<file path="config.mk">
export PLATFORM = sky130hd
export DESIGN_NAME = mode_timer
export DESIGN_NICKNAME = d
export VERILOG_FILES = /design/src/rtl/mtmr_pkg.sv /design/src/rtl/mtmr_sync.sv /design/src/rtl/mtmr_count.sv /design/src/rtl/mtmr_out.sv /design/src/rtl/mode_timer.sv
export SDC_FILE = /design/constraint.sdc
export NUM_CORES = 1
export LEC_CHECK = 0
export BUFFER_PORTS_ARGS = -buffer_cell sky130_fd_sc_hd__buf_4
export CAP_MARGIN = 30
export CORE_ASPECT_RATIO = 1.75
export CORE_UTILIZATION = 45
export CTS_BUF_LIST = sky130_fd_sc_hd__clkbuf_16
export DETAILED_ROUTE_END_ITERATION = 7
export PLACE_DENSITY = 0.72
export SYNTH_ARGS = -nofsm -noshare
export SYNTH_HDL_FRONTEND = slang
export SYNTH_SLANG_ARGS = --single-unit
</file>
<file path="constraint.sdc">
create_clock -name clk_i -period 1.8 [get_ports clk_i]
set_input_delay 0.09 -clock clk_i [delete_from_list [all_inputs] [get_ports clk_i]]
set_output_delay 0.09 -clock clk_i [all_outputs]
set_load 0.02 [all_outputs]
</file>
<file path="src/rtl/mtmr_pkg.sv">
package mtmr_pkg;
  typedef enum logic [2:0] {
    M_ONESHOT = 3'd0,
    M_CONT    = 3'd1,
    M_COUNTER = 3'd2,
    M_PWM     = 3'd3,
    M_CAPTURE = 3'd4,
    M_COMPARE = 3'd5,
    M_GATED   = 3'd6,
    M_CAPCMP  = 3'd7
  } tmr_mode_e;
endpackage

</file>
<file path="src/rtl/mtmr_sync.sv">
module mtmr_sync #(
  parameter int STAGES = 2
) (
  input  logic clk_i,
  input  logic rst_ni,
  input  logic d_i,
  output logic lvl_o,
  output logic rise_o,
  output logic fall_o
);
  logic [STAGES-1:0] sh_q;
  logic              prev_q;

  generate
    if (STAGES == 1) begin : g_one
      always_ff @(posedge clk_i or negedge rst_ni)
        if (!rst_ni) sh_q <= '0;
        else         sh_q <= d_i;
    end else begin : g_chain
      always_ff @(posedge clk_i or negedge rst_ni)
        if (!rst_ni) sh_q <= '0;
        else         sh_q <= {sh_q[STAGES-2:0], d_i};
    end
  endgenerate

  always_ff @(posedge clk_i or negedge rst_ni)
    if (!rst_ni) prev_q <= 1'b0;
    else         prev_q <= sh_q[STAGES-1];

  assign lvl_o  = sh_q[STAGES-1];
  assign rise_o = lvl_o & ~prev_q;
  assign fall_o = ~lvl_o & prev_q;
endmodule

</file>
<file path="src/rtl/mtmr_count.sv">
module mtmr_count #(
  parameter int W = 16
) (
  input  logic         clk_i,
  input  logic         rst_ni,
  input  logic         load_i,
  input  logic         adv_i,
  input  logic [W-1:0] top_i,
  output logic [W-1:0] cnt_o,
  output logic         wrap_o
);
  localparam logic [W-1:0] CNT_ONE = {{(W-1){1'b0}}, 1'b1};

  logic [W-1:0] cnt_q;

  assign wrap_o = adv_i && (cnt_q == top_i);
  assign cnt_o  = cnt_q;

  always_ff @(posedge clk_i or negedge rst_ni)
    if (!rst_ni)      cnt_q <= '0;
    else if (load_i)  cnt_q <= CNT_ONE;
    else if (wrap_o)  cnt_q <= CNT_ONE;
    else if (adv_i)   cnt_q <= cnt_q + CNT_ONE;
endmodule

</file>
<file path="src/rtl/mtmr_out.sv">
module mtmr_out (
  input  logic clk_i,
  input  logic rst_ni,
  input  logic start_i,
  input  logic init_lvl_i,
  input  logic en_i,
  input  logic pol_i,
  input  logic wrap_i,
  input  logic match_i,
  input  logic oneshot_i,
  input  logic pwm_i,
  output logic tout_o
);
  logic lvl_q;
  logic pulse_q;

  always_ff @(posedge clk_i or negedge rst_ni)
    if (!rst_ni) begin
      lvl_q <= 1'b0;
    end else if (start_i) begin
      lvl_q <= init_lvl_i;
    end else if (en_i) begin
      if (wrap_i) begin
        if (pwm_i)           lvl_q <= ~pol_i;
        else if (!oneshot_i) lvl_q <= ~lvl_q;
      end else if (match_i) begin
        lvl_q <= pol_i;
      end
    end

  // one-shot: inverse level for the single cycle after reload
  always_ff @(posedge clk_i or negedge rst_ni)
    if (!rst_ni) pulse_q <= 1'b0;
    else         pulse_q <= en_i && wrap_i && oneshot_i;

  assign tout_o = (en_i ? lvl_q : pol_i) ^ pulse_q;
endmodule

</file>
<file path="src/rtl/mode_timer.sv">
module mode_timer
  import mtmr_pkg::*;
#(
  parameter int W           = 16,
  parameter int SYNC_STAGES = 2
) (
  input  logic         clk_i,
  input  logic         rst_ni,
  input  logic         en_we_i,
  input  logic         en_d_i,
  input  logic [2:0]   mode_i,
  input  logic         pol_i,
  input  logic [W-1:0] reload_i,
  input  logic [W-1:0] cmp_i,
  input  logic         tin_i,
  output logic         en_o,
  output logic         tout_o,
  output logic [W-1:0] cap_o,
  output logic         irq_o
);
  tmr_mode_e    mode;
  logic         en_q, started_q, irq_q;
  logic [W-1:0] cap_q, cnt_q;
  logic         start, adv, wrap, pwm_match;
  logic         in_lvl, in_rise, in_fall;
  logic         sel_edge, opp_edge, gate_open;
  logic         cap_ev, gate_ev;

  assign mode  = tmr_mode_e'(mode_i);
  assign start = en_we_i && en_d_i && !en_q;

  mtmr_sync #(.STAGES(SYNC_STAGES)) u_sync (
    .clk_i  (clk_i),
    .rst_ni (rst_ni),
    .d_i    (tin_i),
    .lvl_o  (in_lvl),
    .rise_o (in_rise),
    .fall_o (in_fall)
  );

  assign sel_edge  = pol_i ? in_fall : in_rise;
  assign opp_edge  = pol_i ? in_rise : in_fall;
  assign gate_open = in_lvl ^ pol_i;

  always_comb begin
    unique case (mode)
      M_COUNTER: adv = sel_edge;
      M_GATED:   adv = gate_open;
      M_CAPCMP:  adv = started_q;
      default:   adv = 1'b1;
    endcase
    adv = adv && en_q;
  end

  mtmr_count #(.W(W)) u_count (
    .clk_i  (clk_i),
    .rst_ni (rst_ni),
    .load_i (start),
    .adv_i  (adv),
    .top_i  (reload_i),
    .cnt_o  (cnt_q),
    .wrap_o (wrap)
  );

  assign cap_ev = en_q && sel_edge &&
                  ((mode == M_CAPTURE) || (mode == M_CAPCMP && started_q));
  assign gate_ev   = en_q && (mode == M_GATED) && opp_edge;
  assign pwm_match = adv && (mode == M_PWM) && (cnt_q == cmp_i);

  // enable write wins over the one-shot self-clear
  always_ff @(posedge clk_i or negedge rst_ni)
    if (!rst_ni)                          en_q <= 1'b0;
    else if (en_we_i)                     en_q <= en_d_i;
    else if (wrap && mode == M_ONESHOT)   en_q <= 1'b0;

  always_ff @(posedge clk_i or negedge rst_ni)
    if (!rst_ni)                                    started_q <= 1'b0;
    else if (start)                                 started_q <= 1'b0;
    else if (en_q && mode == M_CAPCMP && sel_edge)  started_q <= 1'b1;

  always_ff @(posedge clk_i or negedge rst_ni)
    if (!rst_ni)     cap_q <= '0;
    else if (cap_ev) cap_q <= cnt_q;

  always_ff @(posedge clk_i or negedge rst_ni)
    if (!rst_ni) irq_q <= 1'b0;
    else         irq_q <= wrap || cap_ev || gate_ev;

  mtmr_out u_out (
    .clk_i      (clk_i),
    .rst_ni     (rst_ni),
    .start_i    (start),
    .init_lvl_i ((mode == M_PWM) ? ~pol_i : pol_i),
    .en_i       (en_q),
    .pol_i      (pol_i),
    .wrap_i     (wrap),
    .match_i    (pwm_match),
    .oneshot_i  (mode == M_ONESHOT),
    .pwm_i      (mode == M_PWM),
    .tout_o     (tout_o)
  );

  assign en_o  = en_q;
  assign cap_o = cap_q;
  assign irq_o = irq_q;
endmodule

</file>
Word-level counts from Yosys, hierarchy flattened
Index checks and enable logic that the tools add are counted.
{"block": "classes", "n_addsub": 1, "mul": 0, "div_mod_pow": 0, "order_cmp": 0, "n_eq_ne": 8, "n_shift": 0, "muxes": 18, "bitwise": 8, "n_reduce_logical": 27}
{"op": "two-way mux 16 bit", "n": 3}
{"op": "equality test 16 bit", "n": 2}
{"op": "adder 16 x 1 -> 16 bit (second input constant)", "n": 1}
{"op": "logical AND 1 bit", "n": 16}
{"op": "two-way mux 1 bit", "n": 14}
{"op": "equality test 3 bit (second input constant)", "n": 3}
{"op": "equality test 3 x 2 -> 1 bit (second input constant)", "n": 2}
{"op": "nonzero test 2 bit", "n": 3}
{"op": "nonzero test 3 bit", "n": 2}
{"op": "inequality test 4 bit (second input constant)", "n": 1}
{"op": "inverter 1 bit", "n": 4}
{"op": "logical NOT 3 bit", "n": 1}
{"op": "logical OR 1 bit", "n": 3}
{"op": "one-hot mux 1 bit (3 select lines)", "n": 1}
{"op": "AND reduction 3 bit", "n": 1}
{"op": "AND 1 bit", "n": 2}
{"op": "bitwise XOR 1 bit", "n": 2}
{"op": "logical NOT 1 bit", "n": 1}
{"block": "word_totals", "ff_bits": 40, "latch_bits": 0, "ram_bits": 0, "rom_bits": 0, "in_bits": 41, "mem_count": 0}

Depth between registers and ports, before layout
{"block": "depth", "word_depth": 11, "ltp_mapped": 7, "ltp_nobuf": 6}

By module
Synthesis repeated with hierarchy kept, for this count alone.
{"block": "unflattened", "hier_cells": 228, "hier_area_um2": 2537.4}
{"mod": "mtmr_count", "n_inst": 1, "cells_each": 125, "area_per_inst_um2": 1234.9, "seq_area_each_um2": 400.4}
{"mod": "mode_timer", "n_inst": 1, "cells_each": 84, "area_per_inst_um2": 1081.0, "seq_area_each_um2": 475.5}
{"mod": "mtmr_out", "n_inst": 1, "cells_each": 14, "area_per_inst_um2": 131.4, "seq_area_each_um2": 50.0}
{"mod": "mtmr_sync", "n_inst": 1, "cells_each": 5, "area_per_inst_um2": 90.1, "seq_area_each_um2": 75.1}

Least setup slack after synthesis
Ideal clock, no wire load.
{"block": "synth_path", "kind": "register to register", "from": "reg en_q, in the netlist en_o", "to": "reg cap_q[10], in the netlist cap_o[10]", "setup_time_ns": 0.125, "t_arrival_ns": 1.848, "required_ns": 1.675, "slack_ns": -0.173, "path_stages_with_launch": 8, "synth_period_minus_slack_ns": 1.973, "cell_sequence": "dfrtp_1 -> buf_2 -> nand4b_1 -> a21boi_0 -> and2_1 -> buf_2 -> buf_2 -> mux2_2"}
{"block": "synth_between", "elab_chain_cells": 2}
{"element": "start: declaration", "line": "mode_timer.sv:22", "source": "logic en_q, started_q, irq_q;"}
{"element": "start signal: assignment", "line": "mode_timer.sv:73", "source": "else if (en_we_i) en_q <= en_d_i;"}
{"element": "logical AND 1 bit (2 in series)", "line": "mode_timer.sv:65", "source": "assign cap_ev = en_q && sel_edge &&"}
{"element": "end signal: assignment", "line": "mode_timer.sv:83", "source": "else if (cap_ev) cap_q <= cnt_q;"}
{"element": "end: declaration", "line": "mode_timer.sv:23", "source": "logic [W-1:0] cap_q, cnt_q;"}
No other way between the ends.
A chain may end at the register's enable or synchronous reset.

Worst setup path in the final report
{"block": "layout_path", "from": "reg u_count.cnt_q[3], in the netlist u_count.cnt_o[3]", "to": "reg u_count.cnt_q[12], in the netlist u_count.cnt_o[12]"}
{"block": "layout_between", "elab_chain_cells": 4, "elab_cells_between_ends": 7, "classes_between": "1 x add/sub; 1 x eq/ne; 3 x mux; 2 x reduce/logical"}
{"element": "start: declaration", "line": "mtmr_count.sv:14", "source": "logic [W-1:0] cnt_q;"}
{"element": "start signal: assignment", "line": "mtmr_count.sv:23", "source": "else if (adv_i) cnt_q <= cnt_q + CNT_ONE;"}
{"element": "adder 16 x 1 -> 16 bit / equality test 16 bit (equally long branches)", "line": "mtmr_count.sv:23, mtmr_count.sv:16"}
{"element": "two-way mux 16 bit / logical AND 1 bit (equally long branches)", "line": "mtmr_count.sv:23, mtmr_count.sv:16"}
{"element": "two-way mux 16 bit", "line": "mtmr_count.sv:22", "source": "else if (wrap_o) cnt_q <= CNT_ONE;"}
{"element": "two-way mux 16 bit", "line": "mtmr_count.sv:21", "source": "else if (load_i) cnt_q <= CNT_ONE;"}
Parallel ways exist; a longest one is shown, timed or not. The select of a mux whose other input is x is not followed.

==> summary.txt <==
Most common cell in the netlist: dfrtp_1
Worst setup SP type: register
Routed WL: 6250 um
Share of cells above drive strength 1: 43.8%
Grt total ovfl: 0
Largest stage delay on the critical path: 480 ps
Nets: 372
First-pass GRT wire length: 10100 um
Total Routing Usage GR: 23.4%
Compound-Gate Fraction of Synth Area: 10.1%
Switch Pwr: 880 uW
Post-synthesis mux area share: 7.86%
Number of global-route vias before repair: 2170
Status: finished with violations
Crit path cell chain: buf_12 > nand4_1 > nor2_1 > nand2_1 > or4_4 > a21oi_2
# fillers: 433
Fraction of the mapped netlist area in adder cells: 0.517%
Final Wtd Congestion: 0.903
Starting Density: 46.4%
Largest net degree at the start of global routing: 41
Crit Path Class: reg -> reg
Register area: 0.00100 mm2
Finished Layout Cells: 386
Pwr dens: 871 mW/mm2
Worst Setup End Kind: register
Via density: 5.61
H-tree lvl count: 2
Slew HR: 65.4%
CORE AREA: 0.00521 mm2
Multi-input gate area: 0.00135 mm2
Post-synth EDFFs: 0
I/O pin count: 60
Crit Path Max Fanout: 8
Least-Margin Pin Slew: 519 ps
TritonCTS clock tree: done
Clock Pin Slew Worst Setup and Hold Paths: 60 ps
Crit path required time: 2010 ps
Cell Area, Synth: 0.00242 mm2
Worst VDD drop: 0.739 mV
Input/output buffers: 59
Min cycle time layout: 1790 ps
Setup_tns: 0 ps
Via count: 2166
Area leader, netlist: dfrtp_1
Seq/Total Area, Yosys: 41.4%
FP Rows: 35
Distinct cells, synth: 51
CTS Buffer Depth: 2
Worst path slowest cell: or4_4
Syn nets: 284
Final setup fails: 0
Pre-Repair DR Iteration Count: 6
Clk_lat worst skew: 280 ps
Max-cap viol count: 0
Simple-Gate Fraction of Synth Area: 20.6%
Synth area leaders: dfrtp_1, xor2_1, mux2_2
CTS buffer count: 5
Synth Warn #: 0
Post-Synth XOR/XNOR Area: 14.8%
Fin. Hold Viols: 0
Final Skew: 3.14 ps
Synth Flop Type: dfrtp_1
Ys async rst share: 100%
Synth top cells by count: dfrtp_1, xor2_1, xnor2_1
Chip height: 99.0 um
Sink Count: 40
CTS root buf: clkbuf_16
Leakage power: 0.00158 uW
Internal power: 2090 uW
Syn avg cell area: 10.0 um2
Diodes inserted: 0
Initial antenna violation count: 0
RSZ-0062 raised after global routing: yes
Worst EP arrival: 2000 ps
Area growth from synthesis to layout: 40.6%
Fmax: 560 MHz
Post-Place Cells: 368
Synth top area share: 41.4%
Drt initial violations: 73
Tightest Hold Check Type: in -> reg
Largest family of logic cells by synthesized area: simple AND/OR/NAND/NOR gates
Combinational power share: 29.3%
Drt wl/cell: 16.2 um
Max-slew violations: 0
Sequential cell fraction of total power: 36.8%
Hpwl dp: 4790 um
Clk pwr share: 33.9%
Antenna-violating nets left: 0
Die W: 57.4 um
Die area: 0.00569 mm2
Sw frac: 29.7%
Failing checks: design-rule violations
Cells after Synth: 242
Residual DRC count: 5
Flops & latches, synth: 40
Final Cycle Share: 99.2%
-- through the flow --
stage          hold slack (ps)  setup slack (ps)  area (um2)  util [%]  total power [uW]
2_1_floorplan             -206             -7.51        2460         -              1560
6_report                  13.9              13.8        3400      65.3              2970
4_1_cts                   2.22             -17.8        3320      63.7              2980
3_3_place_gp              94.9              33.9        3120      60.0              1930
5_1_grt                   31.1             -57.2        3400      65.3              3120
3_5_place_dp              96.7              16.1        3120      60.0              1940
-- critical path, delay by kind of cell, from the launching register on --
kind / cells / cell delay [ps]
simple gates: 4 / 1000
compound gates: 1 / 140
flops: 1 / 420
buf+inv: 1 / 150
-- worst paths after layout --
kind | start | endpoint | slack (ps) | depth (start not counted)
max in group asynchronous | rst_ni | en_o | 1090 | 2
worst max register to register | u_count.cnt_o[3] | u_count.cnt_o[12] | 10 | 6
worst min register to register | u_sync.sh_q[0] | u_sync.sh_q[1] | 360 | 0
min in group asynchronous | rst_ni | cap_o[8] | 320 | 2
worst max-delay path | u_count.cnt_o[3] | u_count.cnt_o[12] | 10 | 6
worst min-delay path | en_we_i | en_o | 10 | 2
-- kinds of logic (layout without fill, tap and decap cells) --
family	Yosys count	count (layout)
flip-flops	40	40
multiplexers	17	17
buffers and inverters	24	113
adder cells (fa/ha/maj)	1	1
AO/OA/AOI/OAI	35	35
AND/OR/NAND/NOR	84	84
XOR/XNOR	41	41
-- metal layers --
| metal | GRT usage, % | part of all wire, % | vias up |
|---|---|---|---|
| met1 | 25.4 | 38 | 1040 |
| met3 | 4.46 | 4.2 | 19 |
| met2 | 41.2 | 55 | 68 |
| li1 | - | - | 1039 |
| met4 | 13.1 | 3.6 | 0 |
| met5 | 0 | 0 | - |
-- what timing repair did --
action	CTS	global route
setup endpoints to repair	4	15
buffers inserted	1	7
gates resized for setup	1	7
gates cloned	0	0
endpoints found under the hold margin	41	0
hold buffers	2	0
pin swaps	1	9
-- state kept, by name, indices dropped and copies added (netlist names) --
register and flops:
cap_o 16, u_count.cnt_o 16, u_sync.sh_q 2, en_o 1
irq_o 1, started_q 1, u_out.lvl_q 1, u_out.pulse_q 1
u_sync.prev_q 1
-- final cells by class --
cell class | instances | share of cell area, %
inverter | 4 | 0.441
multi-input combinational | 178 | 39.7
timing repair buffer | 101 | 23.4
tap | 55 | 2.02
clock inverter | 3 | 1.25
clock buffer | 5 | 3.68
sequential | 40 | 29.5
-- power by group through the flow --
stage               registers, uW  logic (uW)  clock network, uW
global placement             1100         832                  0
finish                       1090         869               1010
CTS                          1090         850               1030
detailed placement           1110         834                  0
floorplan                    1110         447                  0
global route                 1100         947               1070
-- layout by cell type, fill, tap and decap left out, types with 2 or more instances in the layout --
cell | Yosys | routed
a21oi_1 | 8 | 6
buf_6 | 1 | 2
xor2_1 | 22 | 22
buf_12 | 0 | 2
dfrtp_2 | 0 | 2
and3_1 | 2 | 2
xnor2_1 | 19 | 19
a21oi_2 | 2 | 4
nand4_1 | 11 | 11
dlygate4sd3_1 | 0 | 2
nor3_1 | 3 | 3
nor2_1 | 13 | 13
nor4_2 | 0 | 4
a31oi_1 | 3 | 3
inv_1 | 4 | 4
mux2_2 | 16 | 16
clkbuf_16 | 0 | 5
o21ai_0 | 10 | 10
nand3_1 | 9 | 9
or3_1 | 6 | 6
nand4b_1 | 2 | 2
buf_4 | 1 | 95
dfrtp_1 | 40 | 38
and4_1 | 2 | 2
nand3b_1 | 4 | 4
nand2_1 | 14 | 14
Note: power is estimated with default switching activity, not from simulation.
